`src/rtl/mdio_pkg.sv`:
```
package mdio_pkg;
  localparam int ADDR_W   = 5;
  localparam int DATA_W   = 16;
  localparam int HDR_BITS = 2 + 2 + 2 * ADDR_W;

  localparam logic [1:0] START_PAT = 2'b01;
  localparam logic [1:0] OPC_WRITE = 2'b01;
  localparam logic [1:0] OPC_READ  = 2'b10;
  localparam logic [1:0] TA_WRITE  = 2'b10;

  typedef struct packed {
    logic              rd;
    logic [ADDR_W-1:0] phy;
    logic [ADDR_W-1:0] regad;
    logic [DATA_W-1:0] wdata;
  } mgmt_req_t;
endpackage

```
`src/rtl/mdio_clk_gen.sv`:
```
module mdio_clk_gen #(
  parameter int HALF_DIV = 2,
  localparam int CW = (HALF_DIV > 1) ? $clog2(HALF_DIV) : 1
) (
  input  logic clk_i,
  input  logic rst_ni,
  input  logic run_i,
  output logic mdc_o,
  output logic rise_o,
  output logic fall_o
);
  logic [CW-1:0] cnt_q;
  logic          mdc_q;
  logic          term;

  assign term   = (cnt_q == CW'(HALF_DIV - 1));
  assign rise_o = run_i & term & ~mdc_q;
  assign fall_o = run_i & term & mdc_q;
  assign mdc_o  = mdc_q;

  always_ff @(posedge clk_i or negedge rst_ni) begin
    if (!rst_ni) begin
      cnt_q <= '0;
      mdc_q <= 1'b0;
    end else if (!run_i) begin
      cnt_q <= '0;
      mdc_q <= 1'b0;
    end else if (term) begin
      cnt_q <= '0;
      mdc_q <= ~mdc_q;
    end else begin
      cnt_q <= cnt_q + 1'b1;
    end
  end


  mdc_idle_low_chk: assert property (@(posedge clk_i) disable iff (!rst_ni)
    !run_i |=> !mdc_q);
endmodule

```
`src/rtl/mdio_frame_seq.sv`:
```
module mdio_frame_seq
  import mdio_pkg::*;
#(
  parameter int PRE_LEN = 32,
  localparam int FRAME_BITS = PRE_LEN + HDR_BITS + 2 + DATA_W,
  localparam int IDX_W = $clog2(FRAME_BITS + 1)
) (
  input  logic             clk_i,
  input  logic             rst_ni,
  input  logic             start_i,
  input  mgmt_req_t        req_i,
  input  logic             fall_i,
  output logic             accept_o,
  output logic             finish_o,
  output logic             busy_o,
  output logic             done_o,
  output logic             is_read_o,
  output logic [IDX_W-1:0] bit_idx_o,
  output logic             mdio_o,
  output logic             mdio_oe_o
);
  localparam int TA1_IDX = PRE_LEN + HDR_BITS;

  logic [FRAME_BITS-1:0] sh_q;
  logic [IDX_W-1:0]      bit_idx_q;
  logic                  busy_q, done_q, rd_q;
  logic [FRAME_BITS-1:0] frame_d;
  logic                  last_bit;

  assign frame_d = {{PRE_LEN{1'b1}}, START_PAT,
                    req_i.rd ? OPC_READ : OPC_WRITE,
                    req_i.phy, req_i.regad,
                    req_i.rd ? 2'b11 : TA_WRITE,
                    req_i.rd ? {DATA_W{1'b1}} : req_i.wdata};

  assign accept_o = start_i & ~busy_q;
  assign last_bit = (bit_idx_q == IDX_W'(FRAME_BITS));
  assign finish_o = busy_q & fall_i & last_bit;

  // master drives all bits of a write; a read releases the line from turnaround on
  assign mdio_oe_o = busy_q && !last_bit && (!rd_q || bit_idx_q < IDX_W'(TA1_IDX));
  assign mdio_o    = mdio_oe_o & sh_q[FRAME_BITS-1];

  assign busy_o    = busy_q;
  assign done_o    = done_q;
  assign is_read_o = rd_q;
  assign bit_idx_o = bit_idx_q;

  always_ff @(posedge clk_i or negedge rst_ni) begin
    if (!rst_ni) begin
      sh_q      <= '0;
      bit_idx_q <= '0;
      busy_q    <= 1'b0;
      done_q    <= 1'b0;
      rd_q      <= 1'b0;
    end else begin
      done_q <= 1'b0;
      if (accept_o) begin
        sh_q      <= frame_d;
        bit_idx_q <= '0;
        busy_q    <= 1'b1;
        rd_q      <= req_i.rd;
      end else if (busy_q && fall_i) begin
        if (last_bit) begin
          busy_q <= 1'b0;
          done_q <= 1'b1;
        end else begin
          bit_idx_q <= bit_idx_q + 1'b1;
          sh_q      <= {sh_q[FRAME_BITS-2:0], 1'b0};
        end
      end
    end
  end


  mdio_edge_chk: assert property (@(posedge clk_i) disable iff (!rst_ni)
    (busy_q && $past(busy_q) &&
     (mdio_o != $past(mdio_o) || mdio_oe_o != $past(mdio_oe_o))) |-> $past(fall_i));


  done_pulse_chk: assert property (@(posedge clk_i) disable iff (!rst_ni)
    done_q |=> !done_q);


  bit_hold_chk: assert property (@(posedge clk_i) disable iff (!rst_ni)
    (busy_q && !fall_i) |=> ($stable(bit_idx_q) && $stable(rd_q)));
endmodule

```
`src/rtl/mdio_rx_capture.sv`:
```
module mdio_rx_capture
  import mdio_pkg::*;
#(
  parameter int PRE_LEN = 32,
  localparam int FRAME_BITS = PRE_LEN + HDR_BITS + 2 + DATA_W,
  localparam int IDX_W = $clog2(FRAME_BITS + 1)
) (
  input  logic              clk_i,
  input  logic              rst_ni,
  input  logic              accept_i,
  input  logic              rise_i,
  input  logic              finish_i,
  input  logic              is_read_i,
  input  logic [IDX_W-1:0]  bit_idx_i,
  input  logic              mdio_i,
  output logic [DATA_W-1:0] rdata_o,
  output logic              no_resp_o
);
  localparam int TA2_IDX  = PRE_LEN + HDR_BITS + 1;
  localparam int DEND_IDX = TA2_IDX + DATA_W;

  logic              ta_ok_q;
  logic [DATA_W-1:0] sh_q;
  logic              in_data;

  assign in_data = (bit_idx_i > IDX_W'(TA2_IDX)) && (bit_idx_i <= IDX_W'(DEND_IDX));

  always_ff @(posedge clk_i or negedge rst_ni) begin
    if (!rst_ni) begin
      ta_ok_q   <= 1'b0;
      sh_q      <= '0;
      rdata_o   <= '0;
      no_resp_o <= 1'b0;
    end else begin
      if (accept_i) begin
        ta_ok_q <= 1'b0;
        sh_q    <= '0;
      end else if (rise_i && is_read_i) begin
        if (bit_idx_i == IDX_W'(TA2_IDX)) ta_ok_q <= ~mdio_i;
        if (in_data) sh_q <= {sh_q[DATA_W-2:0], mdio_i};
      end
      if (finish_i) begin
        if (is_read_i) begin
          rdata_o   <= ta_ok_q ? sh_q : {DATA_W{1'b1}};
          no_resp_o <= ~ta_ok_q;
        end else begin
          rdata_o   <= '0;
          no_resp_o <= 1'b0;
        end
      end
    end
  end


  no_resp_val_chk: assert property (@(posedge clk_i) disable iff (!rst_ni)
    $rose(no_resp_o) |-> (rdata_o == {DATA_W{1'b1}}));
endmodule

```
`src/rtl/mdio_master.sv`:
```
module mdio_master
  import mdio_pkg::*;
#(
  parameter int HALF_DIV = 2,
  parameter int PRE_LEN  = 32
) (
  input  logic        clk_i,
  input  logic        rst_ni,
  input  logic        req_valid_i,
  input  logic        req_read_i,
  input  logic [4:0]  req_phy_i,
  input  logic [4:0]  req_reg_i,
  input  logic [15:0] req_wdata_i,
  output logic        busy_o,
  output logic        done_o,
  output logic [15:0] rdata_o,
  output logic        no_resp_o,
  output logic        mdc_o,
  output logic        mdio_o,
  output logic        mdio_oe_o,
  input  logic        mdio_i
);
  localparam int FRAME_BITS = PRE_LEN + HDR_BITS + 2 + DATA_W;
  localparam int IDX_W      = $clog2(FRAME_BITS + 1);

  mgmt_req_t        req;
  logic             rise, fall, accept, finish, is_read;
  logic [IDX_W-1:0] bit_idx;

  assign req = '{rd: req_read_i, phy: req_phy_i, regad: req_reg_i, wdata: req_wdata_i};

  mdio_clk_gen #(.HALF_DIV(HALF_DIV)) u_clk (
    .clk_i (clk_i), .rst_ni(rst_ni), .run_i(busy_o),
    .mdc_o (mdc_o), .rise_o(rise), .fall_o(fall)
  );

  mdio_frame_seq #(.PRE_LEN(PRE_LEN)) u_seq (
    .clk_i    (clk_i),    .rst_ni   (rst_ni),
    .start_i  (req_valid_i), .req_i (req),
    .fall_i   (fall),     .accept_o (accept),
    .finish_o (finish),   .busy_o   (busy_o),
    .done_o   (done_o),   .is_read_o(is_read),
    .bit_idx_o(bit_idx),  .mdio_o   (mdio_o),
    .mdio_oe_o(mdio_oe_o)
  );

  mdio_rx_capture #(.PRE_LEN(PRE_LEN)) u_rx (
    .clk_i    (clk_i),   .rst_ni   (rst_ni),
    .accept_i (accept),  .rise_i   (rise),
    .finish_i (finish),  .is_read_i(is_read),
    .bit_idx_i(bit_idx), .mdio_i   (mdio_i),
    .rdata_o  (rdata_o), .no_resp_o(no_resp_o)
  );
endmodule

```
`config.mk`:
```
export PLATFORM = sky130hd
export DESIGN_NAME = mdio_master
export DESIGN_NICKNAME = d
export VERILOG_FILES = /design/src/rtl/mdio_pkg.sv /design/src/rtl/mdio_clk_gen.sv /design/src/rtl/mdio_frame_seq.sv /design/src/rtl/mdio_rx_capture.sv /design/src/rtl/mdio_master.sv
export SDC_FILE = /design/constraint.sdc
export NUM_CORES = 1
export LEC_CHECK = 0
export ABC_AREA = 0
export CAP_MARGIN = 10
export CORE_MARGIN = 4
export CORE_UTILIZATION = 57
export CTS_CLUSTER_SIZE = 40
export DETAILED_ROUTE_END_ITERATION = 10
export MAX_ROUTING_LAYER = met4
export PLACE_DENSITY = 0.87
export SLEW_MARGIN = 10
export SYNTH_ARGS = -nofsm -noshare
export SYNTH_HDL_FRONTEND = slang
export SYNTH_HIERARCHICAL = 1
export SYNTH_SLANG_ARGS = --single-unit
```
`constraint.sdc`:
```
create_clock -name clk_i -period 2.72 [get_ports clk_i]
set_input_delay 0.544 -clock clk_i [delete_from_list [all_inputs] [get_ports clk_i]]
set_output_delay 0.544 -clock clk_i [all_outputs]
set_load 0.01 [all_outputs]
```
==> impl_summary.txt, run 1 <==
----------------------------------------------------
[Placement]
  RD Place Congestion ... 0.815
  Cell count after placement ... 674
  Buffers added on ports ... 52
  DP HPWL ... between 7000 and 8000 um

[Critical path]
  CP Max Fanout ... 2
  Arrival time worst endpoint ... 1990 ps
  Kind of launch point of the worst setup path ... flip-flop
  Required time at the endpoint of the critical path ... around 2200 ps
  WS Path Type ... reg -> out
  Setup crit end kind ... output port

[Clock network]
  CTS H-Tree Depth ... 3
  Clock latency on the worst-skew pair ... about 370 ps
  Number of buffers added by the clock tree synthesis step ... 9
  TritonCTS clock tree ... done
  Post-CTS resize count ... 4
  Number of buffers on the longest clock path ... 2
  Postcts setup bufs ... 0
  CTS Hold Bufs ... 0
  Clock Sinks ... 110
  CTS root buf ... sky130_fd_sc_hd__clkbuf_8
  Clock slew seen by the registers of the worst setup and hold paths ... 100 ps

[Global route]
  First-pass GRT wire length ... 20400 um
  Maximum number of pins on one net before global-route repair ... 62
  Overflow after GRT ... 0
  Number of global-route vias before repair ... 4195
  Initial antenna violation count ... 0
  All-layer global routing usage ... approximately 23%

[STA]
  Hold Slack ... 154 ps
  Final Critical Period ... around 2500 ps
  Final hold violation count ... 0
  Top achievable clock speed ... slightly below 400 MHz
  Final setup violating endpoints ... 0
  Final Cycle Share ... ~93%
  Worst Max-Slew Pin Slew ... 632 ps
  Max-slew violation count ... 0
  Skew final ... 12.8 ps
  Rel. slew slack ... 57.8%
  Setup Total Neg Slack ... 0 ps
  Unrepaired setup endpoints after global routing ... no

[Cells and area]
  Leading cell type in the layout, fill and taps excluded ... sky130_fd_sc_hd__dfrtp_1
  Fraction of layout instances using a drive strength above 1 ... 8.12%
  Commonest cells after routing, fill and taps aside ... sky130_fd_sc_hd__dfrtp_1, sky130_fd_sc_hd__nand3_1, sky130_fd_sc_hd__nor2_1
  Post-synthesis to final-layout area growth ... 15.1%
  Final standard cell count with taps included and fillers excluded ... 690
  # diodes ... 0
  NumNets Final ... ~610

[Floorplanning]
  Die W ... 105 um
  Standard-cell rows ... 35
  Initial Utilization ... between 50% and 60%
  Height of the die ... 105 um
  Die area ... about 11000 um^2
  Core Box Area ... 9200 um^2
  Io pins ... 53

[Min path]
  Type of the most critical hold path ... in -> async

[Synth]
  Post-synth cell types ... 43
  Syn Nets ... 581
  Ys Warns ... 6
  Cell area after synthesis ... roughly 5400 um^2
  Yosys reg bits ... between 100 and 150
  Number of cells produced by synthesis ... around 550
  Proportion of synthesized chip area in sequential cells ... 51.4%
  Avg Inst Size Synth ... 9.78 um^2

[Power and ir drop]
  Maximum VDD drop ... about 580 uV
  Overall power ... between 6 and 7 mW
  Static power due to leakage ... 2.48 nW
  PD cells ... 1070 nW/um^2

[Run status]
  Status ... finished clean

[Detailed routing]
  Drc violations ... 0
  DRC marker count from the first detailed-route iteration ... 376
  Vias per cell ... between 6 and 7
  Wire length after detailed routing ... about 12000 um
  Antenna-violating nets left ... 0
  Number of vias after detailed routing ... 4381
  Detail-routed net length per standard cell ... 17.0 um
  Number of detailed-routing iterations run before antenna repair ... 5

[Run]
  Maximum Capacitance Violations ... 0

----------------------------------------------------
## cell type report
| cell class | instances | area (um^2) |
|---|---|---|
| Fill cell | 684 | 3030 |
| Sequential cell | 110 | 2750 |
| Multi-Input combinational cell | 356 | 2280 |
| Timing Repair Buffer | 72 | 703 |
| Tap cell | 111 | 139 |
| Clock buffer | 10 | 128 |
| Inverter | 25 | 93.8 |
| Clock inverter | 6 | 76.3 |
## per-stage QoR
stage               util (%)  worst slack [ps]  cell area (um^2)
CTS                     67.1               162              6170
global placement        64.8               228              5960
detailed placement      64.8               225              5960
finish                  67.1               183              6170
global route            67.1              84.0              6170
floorplan                  -               370              5360
## final timing paths
path / cells after the start / to / startpoint / slack [ps]
min reg2reg: 2 / u_rx/rdata_o[5] / u_rx/rdata_o[5] / 530
max reg2reg: 6 / u_rx/rdata_o[9] / u_seq/bit_idx_o[3] / 380
min in group clk_i: 2 / u_rx/rdata_o[5] / u_rx/rdata_o[5] / 530
min: 1 / u_seq/sh_q[18] / rst_ni / 150
max in group asynchronous: 2 / u_seq/sh_q[33] / rst_ni / 1880
max: 4 / mdio_o / u_seq/bit_idx_o[3] / 180
## cell families (layout without fill, tap and decap cells)
logic type,after synthesis,count (layout),share of synthesized area (%)
compound gates,170,170,21.3
xor+xnor,1,1,0.164
fa+ha+maj,2,2,0.467
buf+inv,82,113,6.59
flops,110,110,51.4
mux,36,36,6.73
simple gates,147,147,13.4
## per-layer routing
metal | global-route usage [%] | vias to the layer above | wire (um)
li1 | - | 2044 | -
met1 | 32.5 | 2180 | 5370
met2 | 34.1 | 144 | 5600
met3 | 4.69 | 13 | 636
met4 | 6.00 | 0 | 148
met5 | - | - | 0
## synthesized netlist by cell type
library cell	instances	area share (%)
sky130_fd_sc_hd__clkbuf_1	38	2.7
sky130_fd_sc_hd__o31a_1	2	0.33
sky130_fd_sc_hd__nand3_1	52	4.9
sky130_fd_sc_hd__buf_6	4	0.84
sky130_fd_sc_hd__o21ai_0	36	3.4
sky130_fd_sc_hd__a31oi_1	26	3.0
sky130_fd_sc_hd__a31o_2	1	0.16
sky130_fd_sc_hd__buf_1	3	0.21
sky130_fd_sc_hd__clkinv_1	1	0.070
sky130_fd_sc_hd__buf_2	12	1.1
sky130_fd_sc_hd__nand2b_1	1	0.12
sky130_fd_sc_hd__nand2_1	8	0.56
sky130_fd_sc_hd__dfrtp_1	110	51
sky130_fd_sc_hd__nand3b_1	1	0.14
sky130_fd_sc_hd__and2b_2	1	0.16
sky130_fd_sc_hd__ha_1	2	0.47
sky130_fd_sc_hd__or3_1	2	0.23
sky130_fd_sc_hd__a41o_1	1	0.19
sky130_fd_sc_hd__xor2_1	1	0.16
sky130_fd_sc_hd__and3_2	1	0.14
sky130_fd_sc_hd__a21o_1	1	0.14
sky130_fd_sc_hd__nor2_1	50	3.5
sky130_fd_sc_hd__and2_1	4	0.47
sky130_fd_sc_hd__nor4_2	1	0.23
sky130_fd_sc_hd__nor3_1	17	1.6
sky130_fd_sc_hd__o211ai_1	42	5.9
sky130_fd_sc_hd__inv_1	24	1.7
sky130_fd_sc_hd__o21ai_1	1	0.093
sky130_fd_sc_hd__and4b_1	2	0.37
sky130_fd_sc_hd__mux2i_1	36	6.7
sky130_fd_sc_hd__o22ai_1	2	0.23
sky130_fd_sc_hd__nand4_1	3	0.35
sky130_fd_sc_hd__or4_1	1	0.14
sky130_fd_sc_hd__a21oi_1	25	2.3
sky130_fd_sc_hd__o21ai_4	1	0.30
sky130_fd_sc_hd__o311ai_0	1	0.16
sky130_fd_sc_hd__o41ai_1	1	0.16
sky130_fd_sc_hd__a2bb2oi_1	26	4.3
sky130_fd_sc_hd__a221o_1	2	0.37
sky130_fd_sc_hd__a211oi_1	2	0.28
sky130_fd_sc_hd__nand4b_2	1	0.28
sky130_fd_sc_hd__nor2b_1	1	0.12
sky130_fd_sc_hd__and2_0	1	0.12
## flip-flops by register name (all words and copies together), names as in the netlist
name,count
u_clk/mdc_o,1
u_seq/done_o,1
u_rx/sh_q,16
u_seq/is_read_o,1
u_seq/busy_o,1
u_seq/sh_q,64
u_clk/cnt_q,1
u_rx/no_resp_o,1
u_seq/bit_idx_o,7
u_rx/rdata_o,16
u_rx/ta_ok_q,1
## power breakdown
part / switching [mW] / leakage (nW) / internal [mW]
logic: 1.70 / 1.02 / 1.21
registers: 0.383 / 1.36 / 2.28
clock network: 0.576 / 0.0969 / 0.443
## worst max-delay path: stages, from the launching register on
cell,delay (ps)
sky130_fd_sc_hd__dfrtp_1,390
sky130_fd_sc_hd__or4_2,690
sky130_fd_sc_hd__o21ai_2,190
sky130_fd_sc_hd__a211oi_1,80
sky130_fd_sc_hd__dlygate4sd2_1,290
Power figures use the tool's default switching activity.
==> run 2: changes to the inputs <==
- ABC_AREA: 0 -> 1
- CORE_UTILIZATION: 57 -> 56
- PLACE_DENSITY: 0.87 -> 0.86
==> impl_summary.txt, run 2 <==
----------------------------------------------------
[STA]
  Top achievable clock speed ... 387 MHz
  Final setup violating endpoints ... 0
  Rel. slew slack ... around two fifths
  Final Critical Period ... 2590 ps
  Setup Total Neg Slack ... 0 ps
  Skew final ... 7.19 ps
  Worst Max-Slew Pin Slew ... 881 ps
  Final hold violation count ... 0
  Max-slew violation count ... 0
  Unrepaired setup endpoints after global routing ... no
  Final Cycle Share ... ~95%

[Placement]
  DP HPWL ... 6220 um
  Buffers added on ports ... 52
  RD Place Congestion ... 0.834

[Cells and area]
  Number of flip-flops under the largest register name ... 64
  Final core occ ... 66.8%
  Largest reg by FF count ... u_seq/sh_q
  Commonest cells after routing, fill and taps aside ... sky130_fd_sc_hd__nand2_1, sky130_fd_sc_hd__dfrtp_1, sky130_fd_sc_hd__nand3_1
  Leading cell type in the layout, fill and taps excluded ... sky130_fd_sc_hd__nand2_1
  Fill cells ... about 660
  # diodes ... 0
  Area occupied by registers ... 2750 um^2
  Regs by FF count ... u_seq/sh_q: 64 flops, u_rx/rdata_o: 16 flops, u_rx/sh_q: 16 flops
  Post-synthesis to final-layout area growth ... 13.6%
  NumNets Final ... between 600 and 700
  Multi-input combinational cell area ... around 1800 um^2
  Fraction of layout instances using a drive strength above 1 ... 9.58%

[Critical path]
  Arrival time worst endpoint ... 2040 ps
  WS Path Type ... reg -> out
  CP Max Fanout ... 5
  Required time at the endpoint of the critical path ... around 2200 ps
  Kind of launch point of the worst setup path ... flip-flop
  Setup crit end kind ... output port

[Power and ir drop]
  Net switching power of the design ... 622 uW
  Relative contribution of the clock network to total power ... between 30% and 40%
  Gate power share ... 4.8%
  Maximum VDD drop ... 269 uV
  Power Internal ... 2.10 mW
  Seq pwr share ... 62.2%
  Overall power ... 2.72 mW
  Static power due to leakage ... 2.64 nW
  Switching part of the total ... 22.9%
  PD cells ... 486 nW/um^2

[Synth]
  Synth area leaders ... sky130_fd_sc_hd__dfrtp_1, sky130_fd_sc_hd__nand2_1, sky130_fd_sc_hd__nand3_1
  Post-synth ARST share ... 100%
  Post-synth cell types ... 26
  Cell area after synthesis ... roughly 4900 um^2
  Ys Warns ... 6
  Main combinational cell family by area after synthesis ... simple AND/OR/NAND/NOR gates
  Number of flops mapped to enable cells by yosys ... 0
  Fraction of the mapped netlist area in adder cells ... 0.508%
  Most common cell in the netlist ... sky130_fd_sc_hd__nand2_1
  Proportion of synthesized chip area in sequential cells ... a little under three fifths
  XOR/XNOR share of the synthesized area ... 0%
  Multiplexer area fraction after synthesis ... 0%
  Complex-gate fraction of the synthesized area ... about a tenth
  Area share of the largest cell type after synthesis ... roughly 56%
  Library cell with the largest summed area after synthesis ... sky130_fd_sc_hd__dfrtp_1
  Avg Inst Size Synth ... 8.91 um^2
  Yosys reg bits ... 110
  Number of cells produced by synthesis ... 553
  Commonest register cell after synthesis ... sky130_fd_sc_hd__dfrtp_1
  Syn Nets ... approximately 600
  Simple-gate share of the synthesized area ... 25.3%
  Top cells by count, synth ... sky130_fd_sc_hd__nand2_1, sky130_fd_sc_hd__dfrtp_1, sky130_fd_sc_hd__nand3_1

[Floorplanning]
  Die W ... around 100 um
  Height of the die ... around 100 um
  Io pins ... 53
  Standard-cell rows ... 33
  Core Box Area ... 8380 um^2
  Initial Utilization ... between 50% and 60%
  Die area ... 10400 um^2

[Global route]
  Overflow after GRT ... 0
  First-pass GRT wire length ... 16300 um
  Maximum number of pins on one net before global-route repair ... 53
  Initial antenna violation count ... 0
  Number of global-route vias before repair ... 3714
  All-layer global routing usage ... 20.1%

[Clock network]
  Clock slew seen by the registers of the worst setup and hold paths ... 100 ps
  Clock Sinks ... 110
  Clock latency on the worst-skew pair ... 360 ps
  TritonCTS clock tree ... done
  CTS Hold Bufs ... 0
  CTS root buf ... sky130_fd_sc_hd__clkbuf_8
  CTS H-Tree Depth ... 3
  Number of buffers added by the clock tree synthesis step ... 9
  Number of buffers on the longest clock path ... 2

[Detailed routing]
  Number of detailed-routing iterations run before antenna repair ... 4
  Drc violations ... 0
  DRC marker count from the first detailed-route iteration ... 245
  Detail-routed net length per standard cell ... approximately 13 um
  Number of vias after detailed routing ... 3801
  Antenna-violating nets left ... 0
  Wire length after detailed routing ... 9290 um
  Vias per cell ... 5.43

[Run status]
  Status ... finished clean

[Run]
  Maximum Capacitance Violations ... 0

[Min path]
  Type of the most critical hold path ... in -> async

----------------------------------------------------
-- run 2: cell types whose count changed after synthesis, moves of 21 or more --
cell,delta
sky130_fd_sc_hd__nand2_1,+159
sky130_fd_sc_hd__o211ai_1,-42
sky130_fd_sc_hd__mux2i_1,-36
sky130_fd_sc_hd__clkbuf_1,-34
sky130_fd_sc_hd__o22ai_1,+30
sky130_fd_sc_hd__a2bb2oi_1,-26
sky130_fd_sc_hd__a31oi_1,-26
sky130_fd_sc_hd__nor2_1,-24
sky130_fd_sc_hd__a21oi_1,-23
sky130_fd_sc_hd__o21ai_0,-21
-- run 2: cell type report --
| type | instances | area share [%] |
|---|---|---|
| flip-flops and latches | 110 | 49.2 |
| repair buffers | 59 | 10.7 |
| clock buffers | 10 | 2.46 |
| multi-input cells | 369 | 31.7 |
| well taps | 105 | 2.35 |
| inverters | 41 | 2.79 |
| clock inverters | 6 | 0.827 |
-- run 2: power groups by stage --
stage               sequential, mW  combinational [mW]  clock [mW]
floorplan                     1.72              0.0451           0
global placement              1.72               0.130           0
detailed placement            1.72               0.135           0
CTS                           1.69               0.135       0.931
global route                  1.69               0.151       0.999
finish                        1.69               0.131       0.898
-- run 2: cell families after synthesis --
group	count (synthesis)
simple gates	284
compound gates	83
flops	110
buf+inv	74
fa+ha+maj	2
-- run 2: metrics by stage --
stage,std cells,instance area [um^2],worst slack (ps),hold WS (ps)
detailed placement,683,5400,433,449
floorplan,553,4930,1020,248
CTS,699,5590,33.9,51.6
global placement,683,5400,490,441
global route,700,5600,6.30,60.8
finish,700,5600,133,62.1
-- run 2: per-layer routing --
| metal | track usage [%] | up-vias | wire length (um) |
|---|---|---|---|
| met5 | - | - | 0 |
| li1 | - | 1872 | - |
| met1 | 25.1 | 1831 | 4170 |
| met4 | 7.16 | 0 | 134 |
| met2 | 33.7 | 85 | 4580 |
| met3 | 2.75 | 13 | 401 |
-- run 2: final timing paths --
kind	start	endpoint	slack, ps	cells after the start
max	u_seq/bit_idx_o[0]	mdio_oe_o	130	10
max reg2reg	u_seq/busy_o	u_seq/sh_q[27]	870	8
min reg2reg	u_seq/sh_q[47]	u_seq/sh_q[48]	490	2
min	rst_ni	u_rx/rdata_o[6]	60	1
max in group asynchronous	rst_ni	u_seq/sh_q[31]	1900	2
min in group clk_i	u_seq/sh_q[47]	u_seq/sh_q[48]	490	2
-- run 2: worst max-delay path: stages, from the launching register on --
cell and delay [ps]:
sky130_fd_sc_hd__dfrtp_1 410, sky130_fd_sc_hd__inv_2 80, sky130_fd_sc_hd__ha_1 190, sky130_fd_sc_hd__nand2_1 50, sky130_fd_sc_hd__inv_1 80, sky130_fd_sc_hd__nand3_4 90
sky130_fd_sc_hd__nand2_1 60, sky130_fd_sc_hd__inv_1 60, sky130_fd_sc_hd__nand2_1 80, sky130_fd_sc_hd__inv_1 60, sky130_fd_sc_hd__clkdlybuf4s50_1 520
-- run 2: timing repair --
item,in CTS,in global routing
setup endpoints to repair,0,2
buffers inserted,0,1
resized for setup,0,2
